$ cat src/rtl/irq_pkg.sv
package irq_pkg;
    typedef logic [1:0] mask_t;
    localparam mask_t MASK_OPEN    = 2'b00;
    localparam mask_t MASK_L1_ONLY = 2'b01;
    localparam mask_t MASK_CLOSED  = 2'b11;

    function automatic logic lvl0_open(input mask_t m);
        return (m == MASK_OPEN);
    endfunction

    function automatic logic lvl1_open(input mask_t m);
        return !m[1];
    endfunction
endpackage

$ cat src/rtl/irq_pick.sv
module irq_pick
    import irq_pkg::*;
#(
    parameter int N_SRC = 8,
    parameter int IDX_W = (N_SRC > 1) ? $clog2(N_SRC) : 1
) (
    input  logic [N_SRC-1:0] req,
    input  logic [N_SRC-1:0] lvl,
    input  mask_t            mask,
    output logic             any,
    output logic [IDX_W-1:0] idx,
    output logic [N_SRC-1:0] onehot,
    output logic             win_lvl
);
    logic [N_SRC-1:0] elig0;
    logic [N_SRC-1:0] elig1;
    logic [N_SRC-1:0] sel;

    for (genvar g = 0; g < N_SRC; g++) begin : g_elig
        assign elig0[g] = req[g] & ~lvl[g] & lvl0_open(mask);
        assign elig1[g] = req[g] &  lvl[g] & lvl1_open(mask);
    end

    always_comb begin
        win_lvl = |elig1;
        sel     = win_lvl ? elig1 : elig0;
        any     = |sel;
        onehot  = sel & (~sel + N_SRC'(1));
        idx     = '0;
        for (int i = N_SRC - 1; i >= 0; i--) begin
            if (sel[i]) idx = IDX_W'(i);
        end
    end
endmodule

$ cat src/rtl/irq_mask_stack.sv
module irq_mask_stack
    import irq_pkg::*;
#(
    parameter int DEPTH = 4,
    localparam int CNT_W = $clog2(DEPTH + 1)
) (
    input  logic  clk,
    input  logic  rst_n,
    input  logic  push,
    input  mask_t push_data,
    input  logic  pop,
    output mask_t top_data,
    output logic  full,
    output logic  empty
);
    typedef struct packed {
        mask_t [DEPTH-1:0] slot;
        logic [CNT_W-1:0]  cnt;
    } stk_t;

    stk_t st_q, st_d;

    always_comb begin
        st_d     = st_q;
        full     = (st_q.cnt == CNT_W'(DEPTH));
        empty    = (st_q.cnt == '0);
        top_data = MASK_OPEN;
        for (int i = 0; i < DEPTH; i++) begin
            if (CNT_W'(i + 1) == st_q.cnt) top_data = st_q.slot[i];
        end
        if (push && !full) begin
            for (int i = 0; i < DEPTH; i++) begin
                if (CNT_W'(i) == st_q.cnt) st_d.slot[i] = push_data;
            end
            st_d.cnt = st_q.cnt + CNT_W'(1);
        end else if (pop && !empty) begin
            st_d.cnt = st_q.cnt - CNT_W'(1);
        end
    end

    always_ff @(posedge clk) begin
        if (!rst_n) st_q <= '0;
        else        st_q <= st_d;
    end

    AST_NO_OVERFLOW: assert property (@(posedge clk) disable iff (!rst_n)
        full |-> !push);
    AST_POP_NONEMPTY: assert property (@(posedge clk) disable iff (!rst_n)
        pop |-> !empty);
endmodule

$ cat src/rtl/irq_spacer.sv
module irq_spacer #(
    parameter int GAP = 4,
    localparam int CW = $clog2(GAP + 1)
) (
    input  logic clk,
    input  logic rst_n,
    input  logic load,
    input  logic dec,
    output logic busy
);
    typedef struct packed {
        logic [CW-1:0] cnt;
    } sp_t;

    sp_t sp_q, sp_d;

    always_comb begin
        sp_d = sp_q;
        busy = (sp_q.cnt != '0);
        if (load)              sp_d.cnt = CW'(GAP);
        else if (dec && busy)  sp_d.cnt = sp_q.cnt - CW'(1);
    end

    always_ff @(posedge clk) begin
        if (!rst_n) sp_q <= '0;
        else        sp_q <= sp_d;
    end

    AST_NO_LOAD_BUSY: assert property (@(posedge clk) disable iff (!rst_n)
        busy |-> !load);
    AST_HOLD_NO_DEC: assert property (@(posedge clk) disable iff (!rst_n)
        (busy && !dec) |=> busy);
endmodule

$ cat src/rtl/nest_irq_ctrl.sv
module nest_irq_ctrl
    import irq_pkg::*;
#(
    parameter int              N_SRC       = 8,
    parameter int              ADDR_W      = 16,
    parameter logic [15:0]     VEC_BASE    = 16'h0100,
    parameter int              STACK_DEPTH = 4,
    parameter int              GAP         = 4,
    localparam int             IDX_W       = (N_SRC > 1) ? $clog2(N_SRC) : 1
) (
    input  logic              clk,
    input  logic              rst_n,
    input  logic [N_SRC-1:0]  irq_req,
    input  logic [N_SRC-1:0]  irq_lvl,
    input  logic [1:0]        mask_in,
    input  logic              decode_stb,
    input  logic              rti_stb,
    output logic [ADDR_W-1:0] vec_addr,
    output logic              take_irq,
    output logic [N_SRC-1:0]  irq_ack,
    output logic [1:0]        mask_out,
    output logic              stack_err
);
    typedef struct packed {
        mask_t             mask;
        logic [ADDR_W-1:0] vec;
        logic              take;
        logic [N_SRC-1:0]  ack;
        logic              err;
    } ctl_t;

    ctl_t ctl_q, ctl_d;

    logic             pk_any;
    logic [IDX_W-1:0] pk_idx;
    logic [N_SRC-1:0] pk_onehot;
    logic             pk_lvl;
    logic             sp_busy;
    logic             stk_full;
    logic             stk_empty;
    mask_t            stk_top;
    logic             grant;
    logic             pop_ok;

    irq_pick #(.N_SRC(N_SRC), .IDX_W(IDX_W)) u_pick (
        .req     (irq_req),
        .lvl     (irq_lvl),
        .mask    (mask_in),
        .any     (pk_any),
        .idx     (pk_idx),
        .onehot  (pk_onehot),
        .win_lvl (pk_lvl)
    );

    irq_spacer #(.GAP(GAP)) u_space (
        .clk   (clk),
        .rst_n (rst_n),
        .load  (grant),
        .dec   (decode_stb),
        .busy  (sp_busy)
    );

    irq_mask_stack #(.DEPTH(STACK_DEPTH)) u_stack (
        .clk       (clk),
        .rst_n     (rst_n),
        .push      (grant),
        .push_data (mask_in),
        .pop       (pop_ok),
        .top_data  (stk_top),
        .full      (stk_full),
        .empty     (stk_empty)
    );

    always_comb begin
        grant  = pk_any && !sp_busy && !stk_full && !rti_stb;
        pop_ok = rti_stb && !stk_empty;

        ctl_d      = ctl_q;
        ctl_d.take = grant;
        ctl_d.ack  = grant ? pk_onehot : '0;
        ctl_d.err  = ctl_q.err | (rti_stb && stk_empty);
        if (grant)
            ctl_d.vec = ADDR_W'(VEC_BASE) + ADDR_W'({pk_idx, 1'b1});

        if (grant)       ctl_d.mask = pk_lvl ? MASK_CLOSED : MASK_L1_ONLY;
        else if (pop_ok) ctl_d.mask = stk_top;
        else             ctl_d.mask = mask_in;
    end

    always_ff @(posedge clk) begin
        if (!rst_n) begin
            ctl_q      <= '0;
            ctl_q.mask <= MASK_OPEN;
        end else begin
            ctl_q <= ctl_d;
        end
    end

    assign vec_addr  = ctl_q.vec;
    assign take_irq  = ctl_q.take;
    assign irq_ack   = ctl_q.ack;
    assign mask_out  = ctl_q.mask;
    assign stack_err = ctl_q.err;

    AST_ACK_ONE: assert property (@(posedge clk) disable iff (!rst_n)
        take_irq |-> ($countones(irq_ack) == 1));
    AST_ACK_QUIET: assert property (@(posedge clk) disable iff (!rst_n)
        !take_irq |-> (irq_ack == '0));
    AST_TAKE_PULSE: assert property (@(posedge clk) disable iff (!rst_n)
        take_irq |=> !take_irq);
    AST_ENTRY_RAISES: assert property (@(posedge clk) disable iff (!rst_n)
        take_irq |-> (mask_out != MASK_OPEN));
    AST_RTI_NO_TAKE: assert property (@(posedge clk) disable iff (!rst_n)
        rti_stb |=> !take_irq);
    AST_ERR_STICKY: assert property (@(posedge clk) disable iff (!rst_n)
        stack_err |=> stack_err);
endmodule

$ cat config.mk
export PLATFORM = sky130hd
export DESIGN_NAME = nest_irq_ctrl
export DESIGN_NICKNAME = d
export VERILOG_FILES = /design/src/rtl/irq_pkg.sv /design/src/rtl/irq_pick.sv /design/src/rtl/irq_mask_stack.sv /design/src/rtl/irq_spacer.sv /design/src/rtl/nest_irq_ctrl.sv
export SDC_FILE = /design/constraint.sdc
export NUM_CORES = 1
export LEC_CHECK = 0
export BUFFER_PORTS_ARGS = -buffer_cell sky130_fd_sc_hd__buf_2
export CAP_MARGIN = 20
export CORE_MARGIN = 1
export CORE_UTILIZATION = 43
export DETAILED_ROUTE_END_ITERATION = 8
export PLACE_DENSITY = 0.68
export SLEW_MARGIN = 40
export SYNTH_ARGS = -nofsm -noshare
export SYNTH_HDL_FRONTEND = slang
export SYNTH_HIERARCHICAL = 1
export SYNTH_SLANG_ARGS = --single-unit
$ cat constraint.sdc
create_clock -name clk -period 4.2 [get_ports clk]
set_input_delay 0.84 -clock clk [delete_from_list [all_inputs] [get_ports clk]]
set_output_delay 0.84 -clock clk [all_outputs]
set_load 0.1 [all_outputs]
==> impl_metrics.yaml, run 1 <==
outcome:
  status: "finished, final reports clean"
placement:
  io_buffers: 38
  gp_congestion: 0.923
  dpl.hpwl_um: 3150
sta:
  fmax_ghz: 0.275
  min_period_ns: 3.64
  finalSetupViolations: 0
  fin_skew_ns: 0.00535
  finalCritPeriodShare_pct: 86.6
  finalHoldViolCount: 0
  fin_setup_tns_ns: 0
  hold_ws_ns: 0.458
  maxSlewViolCount: 0
  rsz0062_at_grt: "false"
floorplanning:
  die_y_um: 69.7
  dieWidth_um: 69.7
  dieArea_um2: 4860
  row_count: 24
  start_util_pct: 45.0
  core_area_um2: 4380
  boundaryPins: 50
power_and_ir_drop:
  p_sw_share_pct: 45.5
  internal_power_w: 0.000663
  vdd_ir_drop_max_mv: 0.247
  power_frac_clock_pct: 23.2
  seqPwrFrac_pct: 29.4
  power_frac_comb_pct: 47.4
  leakage_nw: 1.01
  power_density_nw_per_um2: 548
  p_sw_w: 0.000553
global_route:
  grt_pass1_wl_um: 7090
  grt.total_usage_pct: 18.0
  grt_antenna_before_repair: 0
  grt_overflow_total: 0
  grt_start_max_net_pins: 28
  grt_pass1_vias: 1547
cts:
  cts_max_path_buffers: 2
  htree_levels: 2
  cts_resized: 0
  cts-root-buf: "clkbuf_8"
  path_clk_slew_ns: 0.06
  cts_sinks: 30
  cts_tree: "yes"
  hold_buffers: 0
  postCtsSetupBuffers: 0
  worstSkewPairLatency_ns: 0.28
  numCtsBuffers: 5
layout:
  seq_area_um2: 601
  layout-drive-gt1-share_pct: 22.2
  fillers: 451
  diodes: 0
  fin_nets: 304
  syn_to_final_growth_pct: 12.4
  multi_input_area_um2: 1160
  final_core_util_pct: 50.6
logic_synthesis:
  synth_seq_cells: 30
  async_flop_share_pct: 0
  synthesis.area_um2: 1970
  synth_edf_count: 0
  yosysWarnings: 6
  yosysSeqAreaShare_pct: 30.4
  syn_inst: 238
  synth_cell_types: 56
  syn_avg_cell_area_um2: 8.29
  ys.flop_type: "dfxtp_1"
worst_setup_path:
  worst-path-buf-inv: 2
  critical_path_class: "input pin to register"
  crit_path_end_kind: "register"
  start_kind: "input pin"
  cp_slowest_cell: "or4b_1"
  crit_family: "simple AND/OR/NAND/NOR gates"
  crit_required_ns: 4.38
  slowest_delay_ns: 0.61
  crit_arrival_ns: 3.81
  crit_top_cell: "a21oi_2"
  path_cells: "buf_2, a22oi_1, and3_1, a222oi_1, o21bai_2, or3b_1, or4b_1, inv_6, nor2b_4, a21oi_2, a21oi_2, xnor2_1, and2_1"
  path_max_fanout: 23
routing:
  wire_per_inst_um: 12.7
  route.detailed.drc: 0
  viasPerCell: 5.35
  route.vias.total: 1751
  wl_um: 4140
  drt_first_pass_iters: 4
  drt-initial-drc-count: 95
  antenna_left: 0
min_path:
  hold_path.class: "register to register"
run:
  max_cap_violations: 0
[routing by layer]
layer / wire length (um) / vias to the layer above / global-route usage, % / part of all wire, %
met4: 41 / 0 / 6.22 / 0.99
met2: 1790 / 58 / 26.8 / 43
met3: 250 / 4 / 4.80 / 6.0
met5: 0 / - / 0 / 0
li1: - / 897 / - / -
met1: 2060 / 792 / 25.1 / 50
[cell type report]
| class | count | share of cell area (%) |
|---|---|---|
| timing repair buffer | 40 | 9.25 |
| multi-input combinational | 178 | 52.4 |
| clock buffer | 5 | 3.10 |
| clock inverter | 3 | 1.80 |
| inverter | 19 | 3.44 |
| tap | 52 | 2.93 |
| sequential | 30 | 27.1 |
[sequential cells by signal (all words and copies together), names as in the netlist]
name          count
take_irq          1
irq_ack           8
u_space/sp_q      3
stack_err         1
mask_out          2
vec_addr          4
u_stack/st_q     11
[cell usage in the layout, fill, tap and decap left out, types with 2 or more instances in the layout]
| master | count |
|---|---|
| and2_1 | 2 |
| dfxtp_1 | 30 |
| and3_1 | 9 |
| a41oi_1 | 3 |
| nor2_1 | 13 |
| o22ai_1 | 2 |
| nand2b_1 | 2 |
| nand2_1 | 25 |
| nor2b_1 | 6 |
| o32ai_1 | 2 |
| nand3_1 | 9 |
| o21ai_0 | 10 |
| buf_2 | 38 |
| o21a_1 | 5 |
| a21boi_0 | 7 |
| nor3_1 | 3 |
| nor2b_4 | 2 |
| a22oi_1 | 6 |
| a22oi_2 | 3 |
| clkinv_2 | 2 |
| conb_1 | 11 |
| buf_4 | 2 |
| inv_1 | 18 |
| a21oi_2 | 2 |
| a21oi_1 | 13 |
| clkbuf_8 | 5 |
| a211oi_1 | 3 |
| ha_1 | 8 |
| mux2i_1 | 6 |
| xnor2_1 | 2 |
[worst register-to-register path: stages (launching register included)]
cell and delay [ns]:
dfxtp_1 0.43, inv_1 0.12, ha_1 0.30, nand2_1 0.22, inv_1 0.06, or4b_1 0.65, inv_6 0.22, nor2b_4 0.30
a21oi_2 0.06, a21oi_2 0.19, xnor2_1 0.07, and2_1 0.15
[cell families after synthesis]
kind of cell    share of synthesized area [%]
compound gates                           26.1
xor+xnor                                0.888
fa+ha+maj                                5.07
buf+inv                                  12.6
flops                                    30.4
mux                                      3.04
other cells                             0.190
simple gates                             21.7
[power by group through the flow]
stage          combinational [W]  clock (W)  sequential (W)
5_1_grt                 0.000634   0.000305        0.000363
3_5_place_dp            0.000573          0        0.000363
4_1_cts                 0.000576   0.000293        0.000357
2_1_floorplan           0.000402          0        0.000477
6_report                0.000576   0.000283        0.000357
3_3_place_gp            0.000572          0        0.000363
[cell usage after synthesis, drive strengths merged, types with 2 or more instances]
library cell	count	share of area (%)
nor2	13	2.5
inv	19	3.9
nor3	3	0.76
buf	20	8.5
nand2b	2	0.63
o21ai	10	2.5
o22ai	2	0.63
ha	8	5.1
xnor2	2	0.89
a22oi	9	4.2
a21boi	7	2.7
o32ai	2	0.89
nand2	25	4.8
a21oi	15	4.2
and2	3	1.0
a41oi	3	1.3
a211oi	3	1.1
and3	10	3.2
o21a	6	2.7
a21o	2	0.82
dfxtp	30	30
nor2b	8	3.3
nand3	9	2.3
mux2i	6	3.0
[per-stage QoR]
step / power (W) / setup slack [ns] / area (um2) / std cells
floorplan: 0.000879 / 0.649 / 2010 / 248
global placement: 0.000935 / 0.359 / 2110 / 319
detailed placement: 0.000936 / 0.300 / 2110 / 319
CTS: 0.00123 / 0.564 / 2220 / 327
global route: 0.00130 / 0.290 / 2220 / 327
finish: 0.00122 / 0.563 / 2220 / 327
[final timing paths]
path,startpoint,end,slack (ns),depth (start not counted)
hold reg to reg,u_stack/st_q[7],u_stack/st_q[7],0.46,2
setup reg to reg,u_stack/st_q[1],u_stack/st_q[0],1.34,11
setup / recovery,irq_req[1],u_stack/st_q[0],0.56,13
hold / removal,u_stack/st_q[7],u_stack/st_q[7],0.46,2
Power figures use the tool's default switching activity.
==> inputs of run 2 (changes only) <==
- REMOVE_ABC_BUFFERS: unset -> 1
==> run 2 against run 1 <==
Effect of this change: total power down 5.7%; global-route usage shrank 0.63 points; sequential cell count is the same; critical path type unchanged; highest routed layer unchanged.
==> impl_metrics.yaml, run 2 (synthesis gave the netlist of run 1 again) <==
layout:
  mostFrequentLayoutCells: "buf_2, dfxtp_1, nand2_1"
  largest_reg_flops: 11
  final_common_cell: "buf_2"
  fin_nets: 302
  layout-drive-gt1-share_pct: 21.3
  syn_to_final_growth_pct: 10.1
  diodes: 0
  top_register: "u_stack/st_q"
  final_core_util_pct: 49.6
sta:
  finalCritPeriodShare_pct: 87.2
  fmax_ghz: 0.273
  rsz0062_at_grt: "false"
  relSlewSlack_pct: 65.2
  maxSlewViolCount: 0
  setup_ws_ns: 0.539
  fin_skew_ns: 0.00644
  hold_ws_ns: 0.458
  min_period_ns: 3.66
  fin_setup_tns_ns: 0
  finalSetupViolations: 0
  finalHoldViolCount: 0
  worst_pin_slew_ns: 0.521
worst_setup_path:
  path_cells: "buf_2, a22oi_1, a41oi_1, o32ai_1, or3b_1, or4b_1, inv_6, nor2b_4, a21oi_2, a21oi_2, xnor2_1, and2_1"
  crit_required_ns: 4.37
  slowest_delay_ns: 0.60
  crit_arrival_ns: 3.83
  start_kind: "input pin"
  critical_path_class: "input pin to register"
  cp_slowest_cell: "or4b_1"
  worst-path-buf-inv: 2
  crit_top_cell: "a21oi_2"
  crit_path_end_kind: "register"
  path_max_fanout: 23
  crit_family: "compound AO/OA/AOI/OAI gates"
cts:
  htree_levels: 2
  postCtsSetupBuffers: 0
  worstSkewPairLatency_ns: 0.28
  hold_buffers: 0
  cts_sinks: 30
  cts-root-buf: "clkbuf_8"
  cts_max_path_buffers: 2
  cts_tree: "yes"
  numCtsBuffers: 5
  cts_resized: 0
  path_clk_slew_ns: 0.06
min_path:
  hold_path.class: "register to register"
power_and_ir_drop:
  finalPower_w: 0.00115
  leakage_nw: 0.985
  power_density_nw_per_um2: 527
  vdd_ir_drop_max_mv: 0.318
routing:
  wl_met2_um: 1720
  maxUsedRoutingLayer: "met4"
  route.detailed.drc: 0
  wl_um: 4050
  viasPerCell: 5.30
  drt-initial-drc-count: 103
  route.vias.total: 1718
  wire_per_inst_um: 12.5
  wl_met3_um: 226
  antenna_left: 0
  drt_first_pass_iters: 4
  wl_met1_um: 2070
floorplanning:
  core_area_um2: 4380
  dieWidth_um: 69.7
  row_count: 24
  die_y_um: 69.7
  boundaryPins: 50
  dieArea_um2: 4860
  start_util_pct: 45.0
global_route:
  grt_pass1_wl_um: 6870
  grt.total_usage_pct: 17.4
  grt_overflow_total: 0
  grt_start_max_net_pins: 28
  grt_pass1_vias: 1511
  grt_antenna_before_repair: 0
outcome:
  status: "finished, final reports clean"
placement:
  gp_congestion: 0.909
  io_buffers: 38
  dp_slack_ns: 0.278
  dpl.hpwl_um: 2980
run:
  max_cap_violations: 0
-- run 2: cell types whose count changed in the layout (fill, tap and decap cells not counted), sizes merged --
| cell | change |
|---|---|
| buf | -2 |
| bufinv | -1 |
-- run 2: routing by layer --
layer | track usage, % | vias up
met5 | 0 | -
met2 | 25.0 | 56
met3 | 4.07 | 5
li1 | - | 888
met4 | 6.00 | 0
met1 | 25.3 | 769
-- run 2: worst paths after layout --
path         slack, ns               to            start  cells past startpoint
min               0.46  u_stack/st_q[5]  u_stack/st_q[5]                      2
min reg2reg       0.46  u_stack/st_q[5]  u_stack/st_q[5]                      2
max reg2reg       1.34  u_stack/st_q[0]  u_stack/st_q[1]                     11
max               0.54  u_stack/st_q[0]       irq_req[1]                     12
-- run 2: tightest hold or removal path, delay by kind of cell, from the launching register on --
family,cells,cell delay [ns]
AOI/OAI and AO/OA,1,0.05
DFF,1,0.31
and+or+nand+nor,1,0.05
-- run 2: area by class of cell --
type                       instances  area [um2]
fill                             450        2210
sequential                        30         601
multi-input combinational        178        1160
timing repair buffer              38         190
clock inverter                     2        10.0
clock buffer                       5        68.8
inverter                          19        76.3
tap                               52        65.1
-- run 2: per-stage QoR --
step	cell area [um2]	cells
6_report	2170	324
5_1_grt	2170	324
4_1_cts	2170	324
3_5_place_dp	2090	317
3_3_place_gp	2090	317
2_1_floorplan	1840	227
-- run 2: power by group --
part | switching (W) | internal, W | total [W]
registers | 0.0000295 | 0.000328 | 0.000357
logic | 0.000413 | 0.000160 | 0.000574
clock network | 0.000104 | 0.000111 | 0.000215
total | 0.000547 | 0.000599 | 0.00115
==> inputs of run 3 (changes only) <==
- MAX_ROUTING_LAYER: unset -> met4
==> run 3 against run 2 <==
Effect of this change: worst setup slack worse by 0.041 ns; routed wire length grew 2.4%; fmax decreased by 1.1%; sequential power about the same.
==> impl_metrics.yaml, run 3 (synthesis gave the netlist of run 1 again) <==
floorplanning:
  die_y_um: 69.7
  boundaryPins: 50
  start_util_pct: 45.0
  dieWidth_um: 69.7
  dieArea_um2: 4860
  row_count: 24
  core_area_um2: 4380
sta:
  maxSlewViolCount: 0
  fin_skew_ns: 0.00476
  relSlewSlack_pct: 64.4
  finalCritPeriodShare_pct: 88.1
  finalSetupViolations: 0
  min_period_ns: 3.70
  fmax_ghz: 0.270
  fin_setup_tns_ns: 0
  setup_ws_ns: 0.498
  finalHoldViolCount: 0
  rsz0062_at_grt: "false"
  worst_pin_slew_ns: 0.532
run:
  max_cap_violations: 0
worst_setup_path:
  path_max_fanout: 23
  r2r-end: "u_stack/st_q[0]"
  crit_top_cell: "a21oi_2"
  start_kind: "input pin"
  crit_required_ns: 4.38
  r2r_start: "u_stack/st_q[1]"
  crit_path_end_kind: "register"
  slowest_delay_ns: 0.61
  path_cells: "buf_2, a22oi_1, and3_1, a222oi_1, o21bai_2, or3b_1, or4b_1, inv_6, nor2b_4, a21oi_2, a21oi_2, xnor2_1, and2_1"
  critical_path_class: "input pin to register"
  crit_arrival_ns: 3.88
  reg2regPathDepth: 11
  rrSetupSlack_ns: 1.36
  cp_slowest_cell: "or4b_1"
power_and_ir_drop:
  seqPwrFrac_pct: 30.6
  vdd_ir_drop_max_mv: 0.312
  p_sw_w: 0.000547
  power_frac_clock_pct: 20.3
  leakage_nw: 0.989
  internal_power_w: 0.000620
  power_frac_comb_pct: 49.1
  power_density_nw_per_um2: 534
  p_sw_share_pct: 46.8
cts:
  cts_resized: 0
  cts_tree: "yes"
  postCtsSetupBuffers: 0
  htree_levels: 2
  worstSkewPairLatency_ns: 0.28
  cts_sinks: 30
  hold_buffers: 0
  cts_max_path_buffers: 2
  cts-root-buf: "clkbuf_8"
  numCtsBuffers: 5
  path_clk_slew_ns: 0.06
placement:
  dp_cells: 317
  dp_slack_ns: 0.283
  gp_congestion: 0.920
  io_buffers: 38
  dpl.hpwl_um: 3110
layout:
  final_common_cell: "buf_2"
  seq_area_um2: 601
  largest_reg_flops: 11
  fillers: 431
  mostFrequentLayoutCells: "buf_2, dfxtp_1, nand2_1"
  diodes: 0
  top_register: "u_stack/st_q"
  fin_nets: 302
  syn_to_final_growth_pct: 10.8
  layout-drive-gt1-share_pct: 21.2
  multi_input_area_um2: 1160
  final_cell_count_no_fill: 325
min_path:
  holdPathStages: 2
  worstHoldStart: "u_stack/st_q[7]"
  hold_path.class: "register to register"
  worstHoldEndpoint: "u_stack/st_q[7]"
routing:
  route.detailed.drc: 0
  wl_um: 4150
  drt-initial-drc-count: 95
  wire_per_inst_um: 12.8
  route.vias.total: 1739
  drt_first_pass_iters: 4
  viasPerCell: 5.35
  antenna_left: 0
global_route:
  grt_pass1_vias: 1545
  grt_pass1_wl_um: 7010
  grt.total_usage_pct: 18.7
  grt_overflow_total: 0
  grt_antenna_before_repair: 0
  grt_start_max_net_pins: 28
outcome:
  status: "finished, final reports clean"
## run 3: per-stage QoR
step,utilization (%),hold WS (ns),area (um2),power (W)
after global placement,47.8,0.450,2090,0.000930
after detailed placement,47.8,0.454,2090,0.000936
after CTS,49.9,0.462,2190,0.00118
final,49.9,0.458,2190,0.00117
after floorplan,-,0.437,1840,0.000832
after global routing,49.9,0.484,2190,0.00125
## run 3: worst max-delay path by stage
stage / start / to / depth (start not counted) / slack (ns)
floorplan: irq_req[1] / u_stack/st_q[0] / 12 / 0.76
global placement: irq_req[1] / u_stack/st_q[0] / 13 / 0.38
detailed placement: irq_req[1] / u_stack/st_q[0] / 13 / 0.28
CTS: irq_req[1] / u_stack/st_q[0] / 13 / 0.58
global route: irq_req[1] / u_stack/st_q[2] / 13 / 0.27
finish: irq_req[1] / u_stack/st_q[0] / 13 / 0.50
## run 3: metal layers
| layer | global-route usage [%] | vias to the layer above | wire [um] |
|---|---|---|---|
| met4 | 8.00 | 0 | 55 |
| met3 | 4.51 | 5 | 220 |
| met2 | 26.5 | 53 | 1740 |
| li1 | - | 890 | - |
| met1 | 25.4 | 791 | 2130 |
| met5 | - | - | 0 |
## run 3: area by class of cell
class / count / area share, %
Inverter: 19 / 3.49
Tap cell: 52 / 2.98
Clock inverter: 1 / 0.229
Clock buffer: 7 / 3.95
Timing Repair Buffer: 38 / 8.70
Sequential cell: 30 / 27.5
Multi-Input combinational cell: 178 / 53.2
## run 3: power groups by stage
stage	registers [W]	logic, W	clock network [W]
floorplan	0.000507	0.000325	0
detailed placement	0.000363	0.000573	0
global placement	0.000363	0.000568	0
CTS	0.000357	0.000575	0.000245
global route	0.000364	0.000630	0.000257
finish	0.000357	0.000573	0.000237
## run 3: critical path: cells and delay by family
kind / cells / cell delay, ns
and+or+nand+nor: 5 / 1.55
xor gates and xnor gates: 1 / 0.07
AOI/OAI and AO/OA: 5 / 1.09
buffers and inverters: 2 / 0.34
